## src/rtl/fmem_histo_pkg.sv

```systemverilog
package fmem_histo_pkg;
  typedef struct packed {
    logic clearCnt;
    logic countEn;
  } ctlStrobes_t;
endpackage

```

## src/rtl/fmem_histo_ctrl.sv

```systemverilog
module fmem_histo_ctrl
  import fmem_histo_pkg::*;
#(
  parameter int MAX_BINS = 16,
  localparam int IDX_W = $clog2(MAX_BINS),
  localparam int CFG_W = IDX_W + 1
) (
  input  logic             clk,
  input  logic             rstN,
  input  logic             startRun,
  input  logic             stopRun,
  input  logic             clearAll,
  input  logic [CFG_W-1:0] binCfg,
  output logic             running,
  output logic [IDX_W-1:0] cfgM1,
  output ctlStrobes_t      strb
);

  logic [IDX_W-1:0] cfgClamped;

  always_comb begin
    if (binCfg == '0) cfgClamped = '0;
    else if (int'(binCfg) > MAX_BINS) cfgClamped = IDX_W'(MAX_BINS - 1);
    else cfgClamped = IDX_W'(int'(binCfg) - 1);
  end

  always_ff @(posedge clk) begin
    if (!rstN) begin
      running <= 1'b0;
      cfgM1   <= '0;
    end else if (clearAll) begin
      running <= 1'b0;
    end else if (running) begin
      if (stopRun) running <= 1'b0;
    end else if (startRun) begin
      running <= 1'b1;
      cfgM1   <= cfgClamped;
    end
  end

  always_comb begin
    strb.clearCnt = clearAll;
    strb.countEn  = running && !clearAll;
  end

  AST_CFG_HOLD: assert property (@(posedge clk) disable iff (!rstN)
    (running && $past(running)) |-> $stable(cfgM1));
  AST_CLEAR_STOPS: assert property (@(posedge clk) disable iff (!rstN)
    clearAll |=> !running);

endmodule

```

## src/rtl/fmem_histo_datapath.sv

```systemverilog
module fmem_histo_datapath
  import fmem_histo_pkg::*;
#(
  parameter int MEM_BYTES = 8192,
  parameter int MAX_BINS  = 16,
  parameter int CNT_W     = 32,
  localparam int IDX_W   = $clog2(MAX_BINS),
  localparam int LEVEL_W = $clog2(MEM_BYTES + 1),
  localparam int WID_W   = LEVEL_W + 1,
  localparam int SUM_W   = CNT_W + IDX_W + 1
) (
  input  logic               clk,
  input  logic               rstN,
  input  ctlStrobes_t        strb,
  input  logic [IDX_W-1:0]   cfgM1,
  input  logic [LEVEL_W-1:0] freeLevel,
  input  logic               linkBusy,
  input  logic [IDX_W-1:0]   rdIdx,
  output logic [CNT_W-1:0]   rdData,
  output logic [CNT_W-1:0]   totalCycles,
  output logic [CNT_W-1:0]   busyCycles
);

  localparam logic [CNT_W-1:0] CNT_MAX = '1;

  logic [WID_W-1:0]    widthTab [MAX_BINS];
  logic [WID_W-1:0]    curWidth;
  logic [IDX_W-1:0]    binIdx;
  logic [MAX_BINS-1:0] binInc;
  logic [CNT_W-1:0]    binCnt [MAX_BINS];
  logic [SUM_W-1:0]    sumAll;

  // one constant width per possible bin count: ceil(MEM_BYTES / n)
  for (genvar g = 0; g < MAX_BINS; g++) begin : gWidth
    localparam int BW = (MEM_BYTES + g) / (g + 1);
    assign widthTab[g] = WID_W'(BW);
  end

  assign curWidth = widthTab[cfgM1];

  // thresholds k*W rise with k, so the last one reached names the bin
  always_comb begin
    binIdx = '0;
    for (int k = 1; k < MAX_BINS; k++) begin
      if (k <= int'(cfgM1) && int'(freeLevel) >= k * int'(curWidth))
        binIdx = IDX_W'(k);
    end
  end

  always_comb begin
    binInc = '0;
    if (strb.countEn) binInc[binIdx] = 1'b1;
  end

  for (genvar g = 0; g < MAX_BINS; g++) begin : gBin
    always_ff @(posedge clk) begin
      if (!rstN || strb.clearCnt) binCnt[g] <= '0;
      else if (binInc[g] && binCnt[g] != CNT_MAX) binCnt[g] <= binCnt[g] + 1'b1;
    end
  end

  always_ff @(posedge clk) begin
    if (!rstN || strb.clearCnt) begin
      totalCycles <= '0;
      busyCycles  <= '0;
    end else if (strb.countEn) begin
      if (totalCycles != CNT_MAX) totalCycles <= totalCycles + 1'b1;
      if (linkBusy && busyCycles != CNT_MAX) busyCycles <= busyCycles + 1'b1;
    end
  end

  always_ff @(posedge clk) begin
    if (!rstN) rdData <= '0;
    else if (rdIdx <= cfgM1) rdData <= binCnt[rdIdx];
    else rdData <= '0;
  end

  always_comb begin
    sumAll = '0;
    for (int k = 0; k < MAX_BINS; k++) sumAll = sumAll + SUM_W'(binCnt[k]);
  end

  AST_ONE_BIN: assert property (@(posedge clk) disable iff (!rstN)
    strb.countEn |-> $countones(binInc) == 1);
  AST_SUM_MATCH: assert property (@(posedge clk) disable iff (!rstN)
    (totalCycles != CNT_MAX) |-> sumAll == SUM_W'(totalCycles));
  AST_SAT_HOLD: assert property (@(posedge clk) disable iff (!rstN)
    (totalCycles == CNT_MAX && !strb.clearCnt) |=> totalCycles == CNT_MAX);
  AST_CLEAR_ZERO: assert property (@(posedge clk) disable iff (!rstN)
    strb.clearCnt |=> (totalCycles == '0 && busyCycles == '0));
  AST_BUSY_BOUND: assert property (@(posedge clk) disable iff (!rstN)
    busyCycles <= totalCycles);

endmodule

```

## src/rtl/fmem_histo_profiler.sv

```systemverilog
module fmem_histo_profiler
  import fmem_histo_pkg::*;
#(
  parameter int MEM_BYTES = 8192,
  parameter int MAX_BINS  = 16,
  parameter int CNT_W     = 32,
  localparam int IDX_W   = $clog2(MAX_BINS),
  localparam int CFG_W   = IDX_W + 1,
  localparam int LEVEL_W = $clog2(MEM_BYTES + 1)
) (
  input  logic               clk,
  input  logic               rstN,
  input  logic               startRun,
  input  logic               stopRun,
  input  logic               clearAll,
  input  logic [CFG_W-1:0]   binCfg,
  input  logic [LEVEL_W-1:0] freeLevel,
  input  logic               linkBusy,
  input  logic [IDX_W-1:0]   rdIdx,
  output logic [CNT_W-1:0]   rdData,
  output logic [CNT_W-1:0]   totalCycles,
  output logic [CNT_W-1:0]   busyCycles,
  output logic               running
);

  ctlStrobes_t      strb;
  logic [IDX_W-1:0] cfgM1;

  fmem_histo_ctrl #(.MAX_BINS(MAX_BINS)) uCtrl (
    .clk(clk), .rstN(rstN), .startRun(startRun), .stopRun(stopRun),
    .clearAll(clearAll), .binCfg(binCfg), .running(running),
    .cfgM1(cfgM1), .strb(strb)
  );

  fmem_histo_datapath #(.MEM_BYTES(MEM_BYTES), .MAX_BINS(MAX_BINS), .CNT_W(CNT_W)) uDp (
    .clk(clk), .rstN(rstN), .strb(strb), .cfgM1(cfgM1),
    .freeLevel(freeLevel), .linkBusy(linkBusy), .rdIdx(rdIdx),
    .rdData(rdData), .totalCycles(totalCycles), .busyCycles(busyCycles)
  );

endmodule

```

## config.mk

```make
export PLATFORM = sky130hd
export DESIGN_NAME = fmem_histo_profiler
export DESIGN_NICKNAME = d
export VERILOG_FILES = /design/src/rtl/fmem_histo_pkg.sv /design/src/rtl/fmem_histo_ctrl.sv /design/src/rtl/fmem_histo_datapath.sv /design/src/rtl/fmem_histo_profiler.sv
export SDC_FILE = /design/constraint.sdc
export NUM_CORES = 2
export LEC_CHECK = 0
export ABC_AREA = 0
export BUFFER_PORTS_ARGS = -buffer_cell sky130_fd_sc_hd__buf_2
export CAP_MARGIN = 20
export CORE_MARGIN = 2
export CORE_UTILIZATION = 38
export DETAILED_ROUTE_END_ITERATION = 6
export GPL_TIMING_DRIVEN = 0
export MAX_ROUTING_LAYER = met4
export PLACE_DENSITY_LB_ADDON = 0.15
export REMOVE_ABC_BUFFERS = 1
export SLEW_MARGIN = 20
export SYNTH_ARGS = -nofsm -noshare
export SYNTH_HDL_FRONTEND = slang
export SYNTH_SLANG_ARGS = --single-unit
```

## constraint.sdc

```tcl
create_clock -name clk -period 25.8 [get_ports clk]
set_clock_uncertainty 0.1 [all_clocks]
set_input_delay 5.16 -clock clk [delete_from_list [all_inputs] [get_ports clk]]
set_output_delay 5.16 -clock clk [all_outputs]
set_load 0.01 [all_outputs]
```

==> impl_metrics.yaml <==
status:
  status: "finished clean"
layout:
  fillers: 11600
  stdcell_count: 6332
  syn2layout_area_growth_pct: 12.38
  post-route-util: 0.4316
  layout.nets: 5060
  drive_gt1_frac: 0.1151
  final_area_um2: 51920
logic_synthesis:
  synth-edff-count: 512
  yosys.area.top_type_share: 0.3328
  synth_top_cell_by_area: "edfxtp_1"
  syn_avg_cell_area_um2: 10.09
  synthArstFlopShare: 0
  synthTopCellsByArea: "edfxtp_1, ha_1, xor2_1"
  ys_seq_elements: 613
  synth_ff_type: "edfxtp_1"
  ys_seq_area_frac: 0.3766
  netlist_instances: 4578
  yosysWarnings: 0
  synth.distinct_cells: 95
  syn-cell-area_um2: 46200
placement:
  io_buffers: 125
  gp_congestion: 0.8729
  dpl_cell_area_um2: 49660
  dpl.hpwl_um: 102100
  dp.cells: 6199
floorplan:
  die_x_um: 352.7
  die_h_um: 352.7
  num_rows: 127
  num_io_pins: 126
  start_util: 0.3841
  core_region_area_um2: 120300
  fp.dieArea_um2: 124400
clock_tree:
  clk_path_buf_depth: 3
  postCtsSetupRepairBufs: 0
  cts-resized-gates: 0
  numCtsBuffers: 72
  clock_sinks: 613
  clk_latency_ns: 0.62
  holdBufCountCts: 0
  root_buffer: "clkbuf_16"
  cts_tree: "done"
  htreeDepth: 3
  cts.clk_slew.worst_paths_ns: 0.06
pwr:
  peakVddDrop_uv: 52.87
  leakage_nw: 18.63
  p_per_area_nw_per_um2: 56.73
worst_setup_path:
  path_class: "reg -> reg"
  slowest_stage: "dfxtp_1"
  r2r_cells: 29
  critical_path_arrival_ns: 11.15
  critPathRequiredTime_ns: 26.02
  cp_common_cell: "o21ai_0"
  critical_path.max_stage_delay_ns: 1.10
  crit_path_start_kind: "flop"
  endpoint_kind: "flop"
  worst-path-max-fanout: 20
route:
  routed_wl_um: 138100
  vias: 36370
  via_per_inst: 5.743
  dr_wl_met2_um: 62670
  met1Wirelength_um: 65430
  route.detailed.drc: 0
  first_pass_iters: 5
  top_layer_used: "met4"
  first_iter_violations: 2849
  drtAntennaViolNets: 0
  routedWlPerCell_um: 21.81
  wl_met3_um: 6527
sta:
  clock.fmax_mhz: 91.49
  min_period_ns: 10.93
  finalHoldViolations: 0
  fin_tns_setup_ns: 0
  rsz0062_at_grt: "no"
  holdWs_ns: 0.3950
  relSlewSlack: 0.2107
  finalCritPeriodShare: 0.4237
  setup_violations: 0
  drv_slew: 0
  worstMarginPinSlew_ns: 1.182
global_routing:
  antenna_found_initial: 2
  grt.overflow.total: 0
  grt_max_degree: 73
  grtUsageTotal: 0.2247
  grt_pass1_wl_um: 214300
  grt_pass1_vias: 34830
run:
  cap_violations: 0
hold_path:
  hold_path_depth: 2
  hp-class: "reg -> reg"
## synth_stat cells, types with 40 or more instances
cell        n
nor2_1    363
a211oi_1   91
fa_1       58
nand2_1   325
dfxtp_1   101
a21o_1     48
xor2_1    354
a21oi_1   102
nand4_1   102
mux4_2    128
and4_1     40
nor4_1     65
xnor2_1   236
clkbuf_1  131
nand3_1   235
edfxtp_1  512
ha_1      312
inv_1     153
mux2i_1    43
o21ai_0   100
nor3_1    396
and3_1    139
nor2b_1    69
## worst max-delay path: cells and delay by family, from the launching register on
family                   cells  cell delay (ns)
adder cells (fa/ha/maj)      4             1.78
AO/OA/AOI/OAI               11             3.36
buffers and inverters        3             1.02
flip-flops                   1             1.10
AND/OR/NAND/NOR             11             3.21
## path summary, 6_finish.rpt
| check | from | endpoint | slack (ns) |
|---|---|---|---|
| setup / recovery | uCtrl.cfgM1[3] | uDp.binCnt[5][12] | 14.87 |
| hold / removal | uDp.totalCycles[5] | uDp.totalCycles[5] | 0.40 |
| setup reg to reg | uCtrl.cfgM1[3] | uDp.binCnt[5][12] | 14.87 |
| hold reg to reg | uDp.totalCycles[5] | uDp.totalCycles[5] | 0.40 |
## cells by family (layout without fill, tap and decap cells)
family                   after synthesis  after routing  synth area share
AND/OR/NAND/NOR                     1906           1906            0.2126
other                                  0              1                 0
XOR/XNOR                             590            590            0.1119
adder cells (fa/ha/maj)              376            376            0.1110
multiplexers                         174            174           0.07245
buffers and inverters                344            485           0.02920
flip-flops                           613            613            0.3766
AO/OA/AOI/OAI                        575            575           0.08639
## report_power, final
part	total, mW	switching [mW]	internal, mW
logic	0.779	0.470	0.308
clock network	1.00	0.429	0.573
registers	1.16	0.0528	1.11
total	2.95	0.953	1.99
## registers in the layout, indices dropped and copies added, names as in the netlist
register / flops
uCtrl.running: 1
uDp.rdData: 32
uCtrl.cfgM1: 4
uDp.binCnt: 512
uDp.totalCycles: 32
uDp.busyCycles: 32
## placed cells by master (no fill, tap or decap), types with 15 or more instances in the layout
master | Yosys | routed
edfxtp_1 | 512 | 512
nor3_1 | 396 | 395
nor2_1 | 363 | 363
xor2_1 | 354 | 354
nand2_1 | 325 | 325
ha_1 | 312 | 312
xnor2_1 | 236 | 236
nand3_1 | 235 | 232
inv_1 | 153 | 153
and3_1 | 139 | 139
mux4_2 | 128 | 128
buf_2 | 37 | 127
nand4_1 | 102 | 102
dfxtp_1 | 101 | 101
a21oi_1 | 102 | 100
a211oi_1 | 91 | 91
o21ai_0 | 100 | 91
clkbuf_16 | 0 | 76
nor2b_1 | 69 | 68
nor4_1 | 65 | 65
fa_1 | 58 | 58
a21o_1 | 48 | 44
mux2i_1 | 43 | 42
and4_1 | 40 | 40
or3_1 | 32 | 32
o21a_1 | 28 | 28
buf_16 | 0 | 28
nand2b_1 | 29 | 27
and2_1 | 23 | 24
a31oi_1 | 23 | 23
nor3_2 | 20 | 21
clkbuf_1 | 131 | 21
o211ai_1 | 18 | 18
buf_6 | 0 | 17
or2_2 | 15 | 15
nor4b_2 | 15 | 15
## through the flow
step                      power (mW)  worst slack, ns
final                          2.945            14.87
after floorplan                1.691            13.85
after CTS                      2.967            14.85
after global placement         1.922            7.837
after global routing           3.104            14.24
after detailed placement       1.955            14.55
## final cells by class
type,count,area (µm²),area share
inverters,157,589.3,0.01135
flip-flops and latches,613,17400,0.3351
repair buffers,196,1891,0.03641
diodes,1,2.502,0.00004820
clock inverters,27,166.4,0.003205
clock buffers,105,2091,0.04027
multi-input cells,3621,27770,0.5348
well taps,1612,2017,0.03885
## per-layer routing
metal | global-route usage | up-vias
met2 | 0.3408 | 847
met4 | 0.06077 | 0
met1 | 0.3180 | 18070
met5 | - | -
met3 | 0.02494 | 174
li1 | - | 17280
(Power assumes the default switching activity.)
